==> config.mk <==
export PLATFORM = sky130hd
export DESIGN_NAME = stack_unit
export DESIGN_NICKNAME = d
export VERILOG_FILES = /design/src/rtl/stk_pkg.sv /design/src/rtl/stk_ptr.sv /design/src/rtl/stk_seq.sv /design/src/rtl/stk_frame.sv /design/src/rtl/stack_unit.sv
export SDC_FILE = /design/constraint.sdc
export NUM_CORES = 1
export LEC_CHECK = 0
export ABC_AREA = 1
export BUFFER_PORTS_ARGS = -buffer_cell sky130_fd_sc_hd__buf_2
export CAP_MARGIN = 30
export CORE_MARGIN = 1.5
export CORE_UTILIZATION = 40
export DETAILED_ROUTE_END_ITERATION = 8
export GPL_ROUTABILITY_DRIVEN = 0
export SYNTH_ARGS = -nofsm -noshare
export SYNTH_HDL_FRONTEND = slang
export SYNTH_SLANG_ARGS = --single-unit
==> constraint.sdc <==
create_clock -name clk -period 5.3 [get_ports clk]
set_input_delay 1.06 -clock clk [delete_from_list [all_inputs] [get_ports clk]]
set_output_delay 1.06 -clock clk [all_outputs]
set_load 0.005 [all_outputs]
==> src/rtl/stk_pkg.sv <==
package stk_pkg;
    typedef enum logic [2:0] {
        OP_NONE = 3'd0,
        OP_CALL = 3'd1,
        OP_INT  = 3'd2,
        OP_RET  = 3'd3,
        OP_SPWR = 3'd4,
        OP_SPRD = 3'd5
    } stk_op_e;

    typedef enum logic [1:0] {
        ST_IDLE,
        ST_PUSH,
        ST_POP_RD,
        ST_POP_LAST
    } stk_state_e;
endpackage

==> src/rtl/stk_ptr.sv <==
module stk_ptr #(
    parameter int SP_W = 8
) (
    input  logic            clk,
    input  logic            rst_n,
    input  logic            ld,
    input  logic [SP_W-1:0] ld_val,
    input  logic            upd,
    input  logic [SP_W-1:0] upd_val,
    input  logic            rd,
    output logic [SP_W-1:0] sp,
    output logic [SP_W-1:0] sp_rdata,
    output logic            sp_rd_valid
);
    localparam logic [SP_W-1:0] EVEN_MASK = ~SP_W'(1);

    logic [SP_W-1:0] sp_q;

    always_ff @(posedge clk) begin
        if (!rst_n) begin
            sp_q        <= '0;
            sp_rdata    <= '0;
            sp_rd_valid <= 1'b0;
        end else begin
            if (ld)
                sp_q <= ld_val & EVEN_MASK;
            else if (upd)
                sp_q <= upd_val & EVEN_MASK;
            sp_rd_valid <= rd;
            if (rd)
                sp_rdata <= sp_q;
        end
    end

    assign sp = sp_q;
endmodule

==> src/rtl/stk_seq.sv <==
module stk_seq
    import stk_pkg::*;
#(
    parameter int SP_W = 8,
    parameter int NIBS = 8,
    parameter int CNT_W = $clog2(NIBS)
) (
    input  logic             clk,
    input  logic             rst_n,
    input  logic [2:0]       req_op,
    input  logic [SP_W-1:0]  sp,
    output logic             busy,
    output logic             wr_en,
    output logic             rd_en,
    output logic [CNT_W-1:0] cnt,
    output logic [SP_W-1:0]  addr,
    output logic             sp_ld,
    output logic             sp_upd,
    output logic [SP_W-1:0]  sp_upd_val,
    output logic             sp_rd,
    output logic             launch,
    output logic             launch_int,
    output logic             pop_done
);
    localparam logic [CNT_W-1:0] LAST = CNT_W'(NIBS - 1);

    stk_state_e      state;
    logic [SP_W-1:0] base;
    stk_op_e         op;

    assign op = stk_op_e'(req_op);

    always_ff @(posedge clk) begin
        if (!rst_n) begin
            state <= ST_IDLE;
            cnt   <= '0;
            base  <= '0;
        end else begin
            unique case (state)
                ST_IDLE: begin
                    cnt  <= '0;
                    base <= sp;
                    if (op == OP_CALL || op == OP_INT)
                        state <= ST_PUSH;
                    else if (op == OP_RET)
                        state <= ST_POP_RD;
                end
                ST_PUSH: begin
                    cnt <= cnt + 1'b1;
                    if (cnt == LAST)
                        state <= ST_IDLE;
                end
                ST_POP_RD: begin
                    cnt <= cnt + 1'b1;
                    if (cnt == LAST)
                        state <= ST_POP_LAST;
                end
                ST_POP_LAST: state <= ST_IDLE;
                default:     state <= ST_IDLE;
            endcase
        end
    end

    always_comb begin
        busy       = 1'b0;
        wr_en      = 1'b0;
        rd_en      = 1'b0;
        addr       = base;
        sp_ld      = 1'b0;
        sp_upd     = 1'b0;
        sp_upd_val = base;
        sp_rd      = 1'b0;
        launch     = 1'b0;
        launch_int = 1'b0;
        pop_done   = 1'b0;
        unique case (state)
            ST_IDLE: begin
                sp_ld      = (op == OP_SPWR);
                sp_rd      = (op == OP_SPRD);
                launch     = (op == OP_CALL) || (op == OP_INT);
                launch_int = (op == OP_INT);
            end
            ST_PUSH: begin
                busy  = 1'b1;
                wr_en = 1'b1;
                addr  = base - SP_W'(1) - SP_W'(cnt);
                if (cnt == LAST) begin
                    sp_upd     = 1'b1;
                    sp_upd_val = base - SP_W'(NIBS);
                end
            end
            ST_POP_RD: begin
                busy  = 1'b1;
                rd_en = 1'b1;
                addr  = base + SP_W'(cnt);
            end
            ST_POP_LAST: begin
                busy       = 1'b1;
                sp_upd     = 1'b1;
                sp_upd_val = base + SP_W'(NIBS);
                pop_done   = 1'b1;
            end
            default: ;
        endcase
    end
endmodule

==> src/rtl/stk_frame.sv <==
module stk_frame #(
    parameter int PC_W  = 15,
    parameter int PSW_W = 16,
    parameter int NIBS  = 8,
    parameter int CNT_W = $clog2(NIBS)
) (
    input  logic             clk,
    input  logic             rst_n,
    input  logic             launch,
    input  logic             launch_int,
    input  logic [PC_W-1:0]  pc_in,
    input  logic [PSW_W-1:0] psw_in,
    input  logic [CNT_W-1:0] cnt,
    input  logic             rd_en,
    input  logic [3:0]       rdata,
    input  logic             pop_done,
    output logic [3:0]       wdata,
    output logic [PC_W-1:0]  pc_out,
    output logic [PSW_W-1:0] psw_out,
    output logic             ret_valid,
    output logic             ret_is_int
);
    localparam int FR_W = NIBS * 4;
    localparam int PAD  = FR_W - PC_W - PSW_W;

    logic [FR_W-1:0]  shadow;
    logic [3:0]       nib [NIBS];
    logic             cap_v;
    logic [CNT_W-1:0] cap_j;

    for (genvar g = 0; g < NIBS; g++) begin : g_nib
        assign nib[g] = shadow[FR_W-1-4*g -: 4];
    end

    assign wdata = nib[cnt];

    always_ff @(posedge clk) begin
        if (!rst_n) begin
            shadow     <= '0;
            cap_v      <= 1'b0;
            cap_j      <= '0;
            pc_out     <= '0;
            psw_out    <= '0;
            ret_valid  <= 1'b0;
            ret_is_int <= 1'b0;
        end else begin
            cap_v     <= rd_en;
            cap_j     <= cnt;
            ret_valid <= pop_done;
            if (launch)
                shadow <= {{PAD{launch_int}}, pc_in, psw_in};
            else if (cap_v)
                shadow[4*cap_j +: 4] <= rdata;
            if (pop_done) begin
                pc_out     <= {rdata[3-PAD:0], shadow[FR_W-5:PSW_W]};
                psw_out    <= shadow[PSW_W-1:0];
                ret_is_int <= rdata[3];
            end
        end
    end
endmodule

==> src/rtl/stack_unit.sv <==
module stack_unit #(
    parameter int PC_W       = 15,
    parameter int PSW_W      = 16,
    parameter int SP_W       = 8,
    parameter int BANK_W     = 4,
    parameter int STACK_BANK = 0
) (
    input  logic                 clk,
    input  logic                 rst_n,
    input  logic [2:0]           req_op,
    input  logic [SP_W-1:0]      sp_wdata,
    input  logic [PC_W-1:0]      pc_in,
    input  logic [PSW_W-1:0]     psw_in,
    output logic [PC_W-1:0]      pc_out,
    output logic [PSW_W-1:0]     psw_out,
    output logic                 ret_valid,
    output logic                 ret_is_int,
    output logic [SP_W-1:0]      sp_rdata,
    output logic                 sp_rd_valid,
    output logic                 busy,
    output logic                 mem_we,
    output logic                 mem_re,
    output logic [BANK_W+SP_W-1:0] mem_addr,
    output logic [3:0]           mem_wdata,
    input  logic [3:0]           mem_rdata
);
    localparam int NIBS  = (PC_W + 1 + 3) / 4 + (PSW_W + 3) / 4;
    localparam int CNT_W = $clog2(NIBS);

    logic [SP_W-1:0]  sp, sp_upd_val, addr;
    logic [CNT_W-1:0] cnt;
    logic             sp_ld, sp_upd, sp_rd, launch, launch_int, pop_done;

    stk_seq #(.SP_W(SP_W), .NIBS(NIBS), .CNT_W(CNT_W)) u_seq (
        .clk(clk), .rst_n(rst_n), .req_op(req_op), .sp(sp),
        .busy(busy), .wr_en(mem_we), .rd_en(mem_re), .cnt(cnt), .addr(addr),
        .sp_ld(sp_ld), .sp_upd(sp_upd), .sp_upd_val(sp_upd_val), .sp_rd(sp_rd),
        .launch(launch), .launch_int(launch_int), .pop_done(pop_done)
    );

    stk_ptr #(.SP_W(SP_W)) u_ptr (
        .clk(clk), .rst_n(rst_n), .ld(sp_ld), .ld_val(sp_wdata),
        .upd(sp_upd), .upd_val(sp_upd_val), .rd(sp_rd), .sp(sp),
        .sp_rdata(sp_rdata), .sp_rd_valid(sp_rd_valid)
    );

    stk_frame #(.PC_W(PC_W), .PSW_W(PSW_W), .NIBS(NIBS), .CNT_W(CNT_W)) u_frame (
        .clk(clk), .rst_n(rst_n), .launch(launch), .launch_int(launch_int),
        .pc_in(pc_in), .psw_in(psw_in), .cnt(cnt), .rd_en(mem_re),
        .rdata(mem_rdata), .pop_done(pop_done), .wdata(mem_wdata),
        .pc_out(pc_out), .psw_out(psw_out), .ret_valid(ret_valid),
        .ret_is_int(ret_is_int)
    );

    assign mem_addr = {BANK_W'(STACK_BANK), addr};
endmodule

# ---- Word level (Yosys, flattened, before mapping)
# Index checks and enable logic that the tools add are counted.
dict set report totals {
  reg_bits 96
  in_bits 48
  output_inout_bits 61
}
dict set report op_classes {
  n_addsub 7
  n_reduce_logical 8
  n_mux 27
  shifts 2
  n_lt_le_gt_ge 1
  n_bitwise 1
  n_eq_ne 12
}
# op n
set op_table {}
lappend op_table {{$mux W32} 2}
lappend op_table {{$neg A5 Y34} 1}
lappend op_table {{$shift A4 B34 Y32 const A} 1}
lappend op_table {{$shiftx A4 B34 Y32} 1}
lappend op_table {{$bwmux W32} 1}
lappend op_table {{$pmux W8 S2} 2}
lappend op_table {{$mux W8} 3}
lappend op_table {{$bmux W4 S3} 1}
lappend op_table {{$eq A3 B3 Y1 const B} 3}
lappend op_table {{$mux W1} 9}
lappend op_table {{$add A8 B3 Y8} 1}
lappend op_table {{$add A8 B4 Y8 const B} 1}
lappend op_table {{$mux W2} 4}
lappend op_table {{$mux W4} 2}
lappend op_table {{$pmux W2 S4} 1}
lappend op_table {{$sub A8 B1 Y8 const B} 1}
lappend op_table {{$sub A8 B3 Y8} 1}
lappend op_table {{$sub A8 B4 Y8 const B} 1}
lappend op_table {{$eq A3 B2 Y1 const B} 2}
lappend op_table {{$pmux W3 S2} 1}
lappend op_table {{$reduce_bool A2 Y1} 3}
lappend op_table {{$eq A2 B2 Y1 const B} 2}
lappend op_table {{$ge A4 B4 Y1 const B} 1}
lappend op_table {{$ne A2 B1 Y1 const B} 2}
lappend op_table {{other kinds (11)} 11}

# ---- Depth between registers and ports, before layout
dict set report depth {
  word_depth 5
  depth_mapped 14
  mapped_depth_nobuf 13
}

# ---- Modules after synthesis
# From an unflattened synthesis, not the netlist that was laid out.
dict set report unflattened {
  cells_unflattened 858
  hier_area_um2 5556.6
}
# mod instances cells_each area_each_um2
set by_module_without_submodules {}
lappend by_module_without_submodules {stk_frame 1 534 3444.6}
lappend by_module_without_submodules {stk_seq 1 230 1431.4}
lappend by_module_without_submodules {stk_ptr 1 89 646.9}
lappend by_module_without_submodules {stack_unit 1 5 33.8}

# ---- Least setup slack after synthesis
# Ideal clock, no wire load.
dict set report synth_path {
  kind {reg2out}
  start {register u_seq.cnt[1]}
  end {output mem_addr[5]}
  n_path_buf 1
  path_stages_with_launch 9
  arrival_time_ns 1.643
  required_time_ns 4.240
  slack_ns 2.597
  cell_sequence {dfxtp_1 > clkbuf_1 > inv_1 > ha_1 > inv_1 > fa_1 > o221ai_1 > a21oi_1 > o21ai_0}
}
dict set report synth_between {
  elab_chain_cells 2
}
# item line
set synth_lines {}
lappend synth_lines {{from (decl)} stk_seq.sv:15} ;# output logic [CNT_W-1:0] cnt,
lappend synth_lines {{from (signal assigned)} stk_seq.sv:49} ;# cnt <= cnt + 1'b1;
lappend synth_lines {{from (signal assigned)} stk_seq.sv:54} ;# cnt <= cnt + 1'b1;
lappend synth_lines {{$add A8 B3 Y8 / $sub A8 B3 Y8 (equally long branches)} {stk_seq.sv:95, stk_seq.sv:86}}
lappend synth_lines {{$pmux W8 S2 *} stk_seq.sv:76} ;# unique case (state)
lappend synth_lines {{to (decl)} stack_unit.sv:23} ;# output logic [BANK_W+SP_W-1:0] mem_addr,
# Every way passes the cells marked *; elsewhere a longest branch is shown, timed or not.

# ---- Final worst setup path
dict set report layout_path {
  start {register u_seq.cnt[2]}
  end {output mem_addr[6]}
}
# Same word-level chain as after synthesis.

==> key figures <==
Synth
  – Cell type with the largest total area after synthesis: sky130_fd_sc_hd__dfxtp_1
  – Synth top area cells: sky130_fd_sc_hd__dfxtp_1 (37%), sky130_fd_sc_hd__nand2_1 (12%), sky130_fd_sc_hd__nor2_1 (9.7%)
  – Proportion of netlist area held by the largest area contributor: a little over a third
  – Mean post-synth cell area: 6.56 um2
  – Synthesized instance count: 799
  – Ys Warns: 0
  – Most frequently used flop master after synthesis: sky130_fd_sc_hd__dfxtp_1
  – Netlist cell types: 36
  – Post-synth EDFFs: 0
  – Post-Syn Area: ~5200 um2
  – Post-synthesis sequential area ratio: a little over a third
  – Synthesized flop and latch total: 96
  – Fraction of registers with async set or reset after synthesis: 0%

Final layout
  – Fraction of layout instances using a drive strength above 1: 16.2%
  – Antenna diodes: 0
  – Nets: 939
  – Core occupancy in the finished layout: between 40% and 50%
  – Final non-filler cell total: around 1100
  – Most used cells in the layout excluding fill and tap cells: sky130_fd_sc_hd__nand2_1 (173), sky130_fd_sc_hd__nor2_1 (135), sky130_fd_sc_hd__buf_2 (102), sky130_fd_sc_hd__dfxtp_1 (96), sky130_fd_sc_hd__o21ai_0 (86)
  – Area added between synthesis and finish: 15.9%
  – Most frequent standard cell in the layout excluding fill and tap cells: sky130_fd_sc_hd__nand2_1

Placed design
  – Count of input and output buffers: 102
  – Number of cells after detailed placement: roughly 1000
  – Final HPWL from detailed placement: ~11000 um

Clocking
  – Root Buffer: sky130_fd_sc_hd__clkbuf_16
  – Skew-Pair Late Insertion Delay: between 0.3 and 0.4 ns
  – Setup bufs post-CTS: 0
  – Number of buffers added to fix hold violations after cts: 0
  – Number of CTS-inserted buffers: 9
  – Clock tree from TritonCTS: done
  – Max Root-Sink Buffers: 2
  – Clock transition time at the flip-flop clock pins of the worst setup and hold paths: approximately 0.07 ns
  – H-tree depth: 3
  – Post-cts resize count: 0
  – Clock sinks: 96

Global routing
  – Overflow left after global routing: 0
  – Via count of the first global-routing pass: between 4000 and 5000
  – Largest net degree at the start of global routing: 62
  – First-pass GRT wire length: about 25000 um
  – Number of antenna violations at the first check in global routing: 0
  – All-Layer GR Usage: 22.5%

Setup path
  – Cell mode on critical path: sky130_fd_sc_hd__inv_1
  – Family with the most delay on the worst path: flip-flops
  – List of cells traversed by the critical path: inv_1 -> ha_1 -> inv_1 -> o21ai_0 -> inv_1 -> nand3_1 -> nand3_1 -> a21oi_1 -> buf_2
  – Sort of element at the start of the critical path: register
  – Endpoint class of the critical path: primary output
  – WP data required: between 4 and 5 ns
  – CP arrival: 2.44 ns
  – Worst path buffer plus inverter count: 4
  – Critical path class: reg -> out
  – Largest fanout of any net on the critical path: 10
  – Critical path's largest stage delay: approximately 0.62 ns
  – Critical-path top delay cell: sky130_fd_sc_hd__dfxtp_1

Timing
  – Achievable frequency: 0.285 GHz
  – Total negative slack for setup checks: 0 ns
  – Final Slew Violations: 0
  – Final critical delay including setup and external delays: approximately 3.5 ns
  – Max-Slew Margin vs Limit: about 53%
  – Slew at the pin closest to its max-slew limit: around 0.70 ns
  – Setup-violating endpoint count in the final report: 0
  – Final worst clock skew: between 0.009 and 0.01 ns
  – Unrepaired setup endpoints after global routing: false
  – Final Hold Violating Endpoints: 0
  – Ratio of final minimum period to clock period: between 60% and 70%

Route
  – DR DRC count: 0
  – Aggregate routed wire length: about 15000 um
  – Average wire length per cell after detail routing: 14.7 um
  – First-pass iteration count of the detailed router: 5
  – Number of vias in the routed layout: between 5000 and 6000
  – Routed via count divided by cell count: a little over 5
  – Post-DRT Antenna Nets: 0
  – Iteration-0 DRC count of the detailed router: roughly 370

Die
  – Starting density of the core: 41.2%
  – Die Ht: 118 um
  – Area of the core: between 10000 and 15000 um2
  – Number of top-level design ports: ~110
  – Number of cell rows: between 40 and 50
  – Die Area: 13800 um2
  – Horizontal extent of the die: around 120 um

Power
  – Clock network power share: between 20% and 30%
  – Sequential share of power: between 30% and 40%
  – Internal power summed over all cells: around 1400 uW
  – Fraction of power consumed by combinational cells: roughly a third
  – Areal power density over the cells: 387 nW/um2
  – Maximum VDD drop: ~0.00021 V
  – P_sw: 930 uW
  – Static power due to leakage: about 0.0031 uW
  – Proportion of total power due to net switching: approximately two fifths

Run
  – Max-cap violations: 0

Worst hold path
  – Hold crit path type: reg -> reg

Status
  – Run status: finished clean
[cells in the mapped netlist (2+ instances only)]
library cell / n
sky130_fd_sc_hd__buf_4: 9
sky130_fd_sc_hd__buf_6: 2
sky130_fd_sc_hd__a31oi_1: 6
sky130_fd_sc_hd__o21ai_1: 3
sky130_fd_sc_hd__dfxtp_1: 96
sky130_fd_sc_hd__nor2_1: 135
sky130_fd_sc_hd__nand3_1: 70
sky130_fd_sc_hd__a21oi_1: 31
sky130_fd_sc_hd__o21ai_0: 86
sky130_fd_sc_hd__nor3_1: 4
sky130_fd_sc_hd__inv_2: 5
sky130_fd_sc_hd__nand2_1: 173
sky130_fd_sc_hd__a32o_1: 2
sky130_fd_sc_hd__clkbuf_1: 20
sky130_fd_sc_hd__fa_1: 2
sky130_fd_sc_hd__nand3b_1: 4
sky130_fd_sc_hd__nor2_2: 3
sky130_fd_sc_hd__inv_1: 70
sky130_fd_sc_hd__nand3_2: 4
sky130_fd_sc_hd__o211ai_1: 5
sky130_fd_sc_hd__nand4_1: 13
sky130_fd_sc_hd__nand2_2: 6
sky130_fd_sc_hd__buf_2: 15
sky130_fd_sc_hd__o22ai_1: 8
sky130_fd_sc_hd__ha_1: 16
[registers in the layout, summed over array words and instances, names as in the netlist, 2 cells and up]
register and count:
u_frame.nib 32, u_frame.pc_out 15, u_ptr.sp 7, u_ptr.sp_rdata 7
u_seq.base 7, u_frame.cap_j 3, u_seq.state 2, u_seq.cnt 3
u_frame.psw_out 16
[area by class of cell]
type,instances,area (um2)
Multi-Input combinational cell,584,2810
Fill cell,1432,6650
Inverter,76,285
Sequential cell,96,1920
Tap cell,172,215
Timing Repair Buffer,106,561
Clock inverter,6,47.5
Clock buffer,10,239
[metal layers]
layer / global-route usage (%) / wire length [um] / up-vias
met2: 33.2 / 6600 / 180
met3: 3.59 / 875 / 17
met5: 0 / 0 / -
li1: - / - / 2739
met4: 6.17 / 222 / 0
met1: 33.8 / 7750 / 2435
[stage by stage]
step | instance area (um2) | worst slack (ns) | total power (uW) | hold slack, ns
global placement | 5760 | 2.20 | 1720 | 0.475
CTS | 6080 | 1.81 | 2370 | 0.500
finish | 6080 | 1.80 | 2350 | 0.492
detailed placement | 5790 | 2.19 | 1730 | 0.478
global route | 6080 | 1.63 | 2530 | 0.529
floorplan | 5260 | 2.60 | 1490 | 0.449
[power groups by stage]
stage / Sequential [uW] / Combinational, uW / Clock (uW)
3_3_place_gp: 933 / 790 / 0
2_1_floorplan: 873 / 617 / 0
5_1_grt: 934 / 918 / 675
4_1_cts: 916 / 800 / 649
6_report: 918 / 800 / 635
3_5_place_dp: 933 / 796 / 0
[kinds of logic (layout without fill, tap and decap cells)]
| kind of cell | after synthesis | after routing | share of synthesized area (%) |
|---|---|---|---|
| AOI/OAI and AO/OA | 145 | 145 | 14.8 |
| xor gates and xnor gates | 1 | 1 | 0.167 |
| adders and majority gates | 18 | 18 | 4.58 |
| buffers and inverters | 123 | 198 | 10.1 |
| DFF | 96 | 96 | 36.6 |
| other | 1 | 5 | 0.0715 |
| and+or+nand+nor | 415 | 415 | 33.6 |
[tightest hold or removal path, cell delays in order, from the launching register on]
cell,delay [ns]
sky130_fd_sc_hd__dfxtp_1,0.32
sky130_fd_sc_hd__o21ai_0,0.07
sky130_fd_sc_hd__nor2_1,0.07
[final timing paths]
| check | cells past startpoint | slack (ns) | to | start |
|---|---|---|---|---|
| max | 9 | 1.80 | mem_addr[6] | u_seq.cnt[2] |
| min reg2reg | 2 | 0.49 | u_frame.pc_out[6] | u_frame.pc_out[6] |
| max reg2reg | 10 | 2.64 | u_frame.nib[3] | u_frame.cap_j[0] |
| min | 2 | 0.49 | u_frame.pc_out[6] | u_frame.pc_out[6] |
No activity file was read; power rests on OpenSTA's default activity.
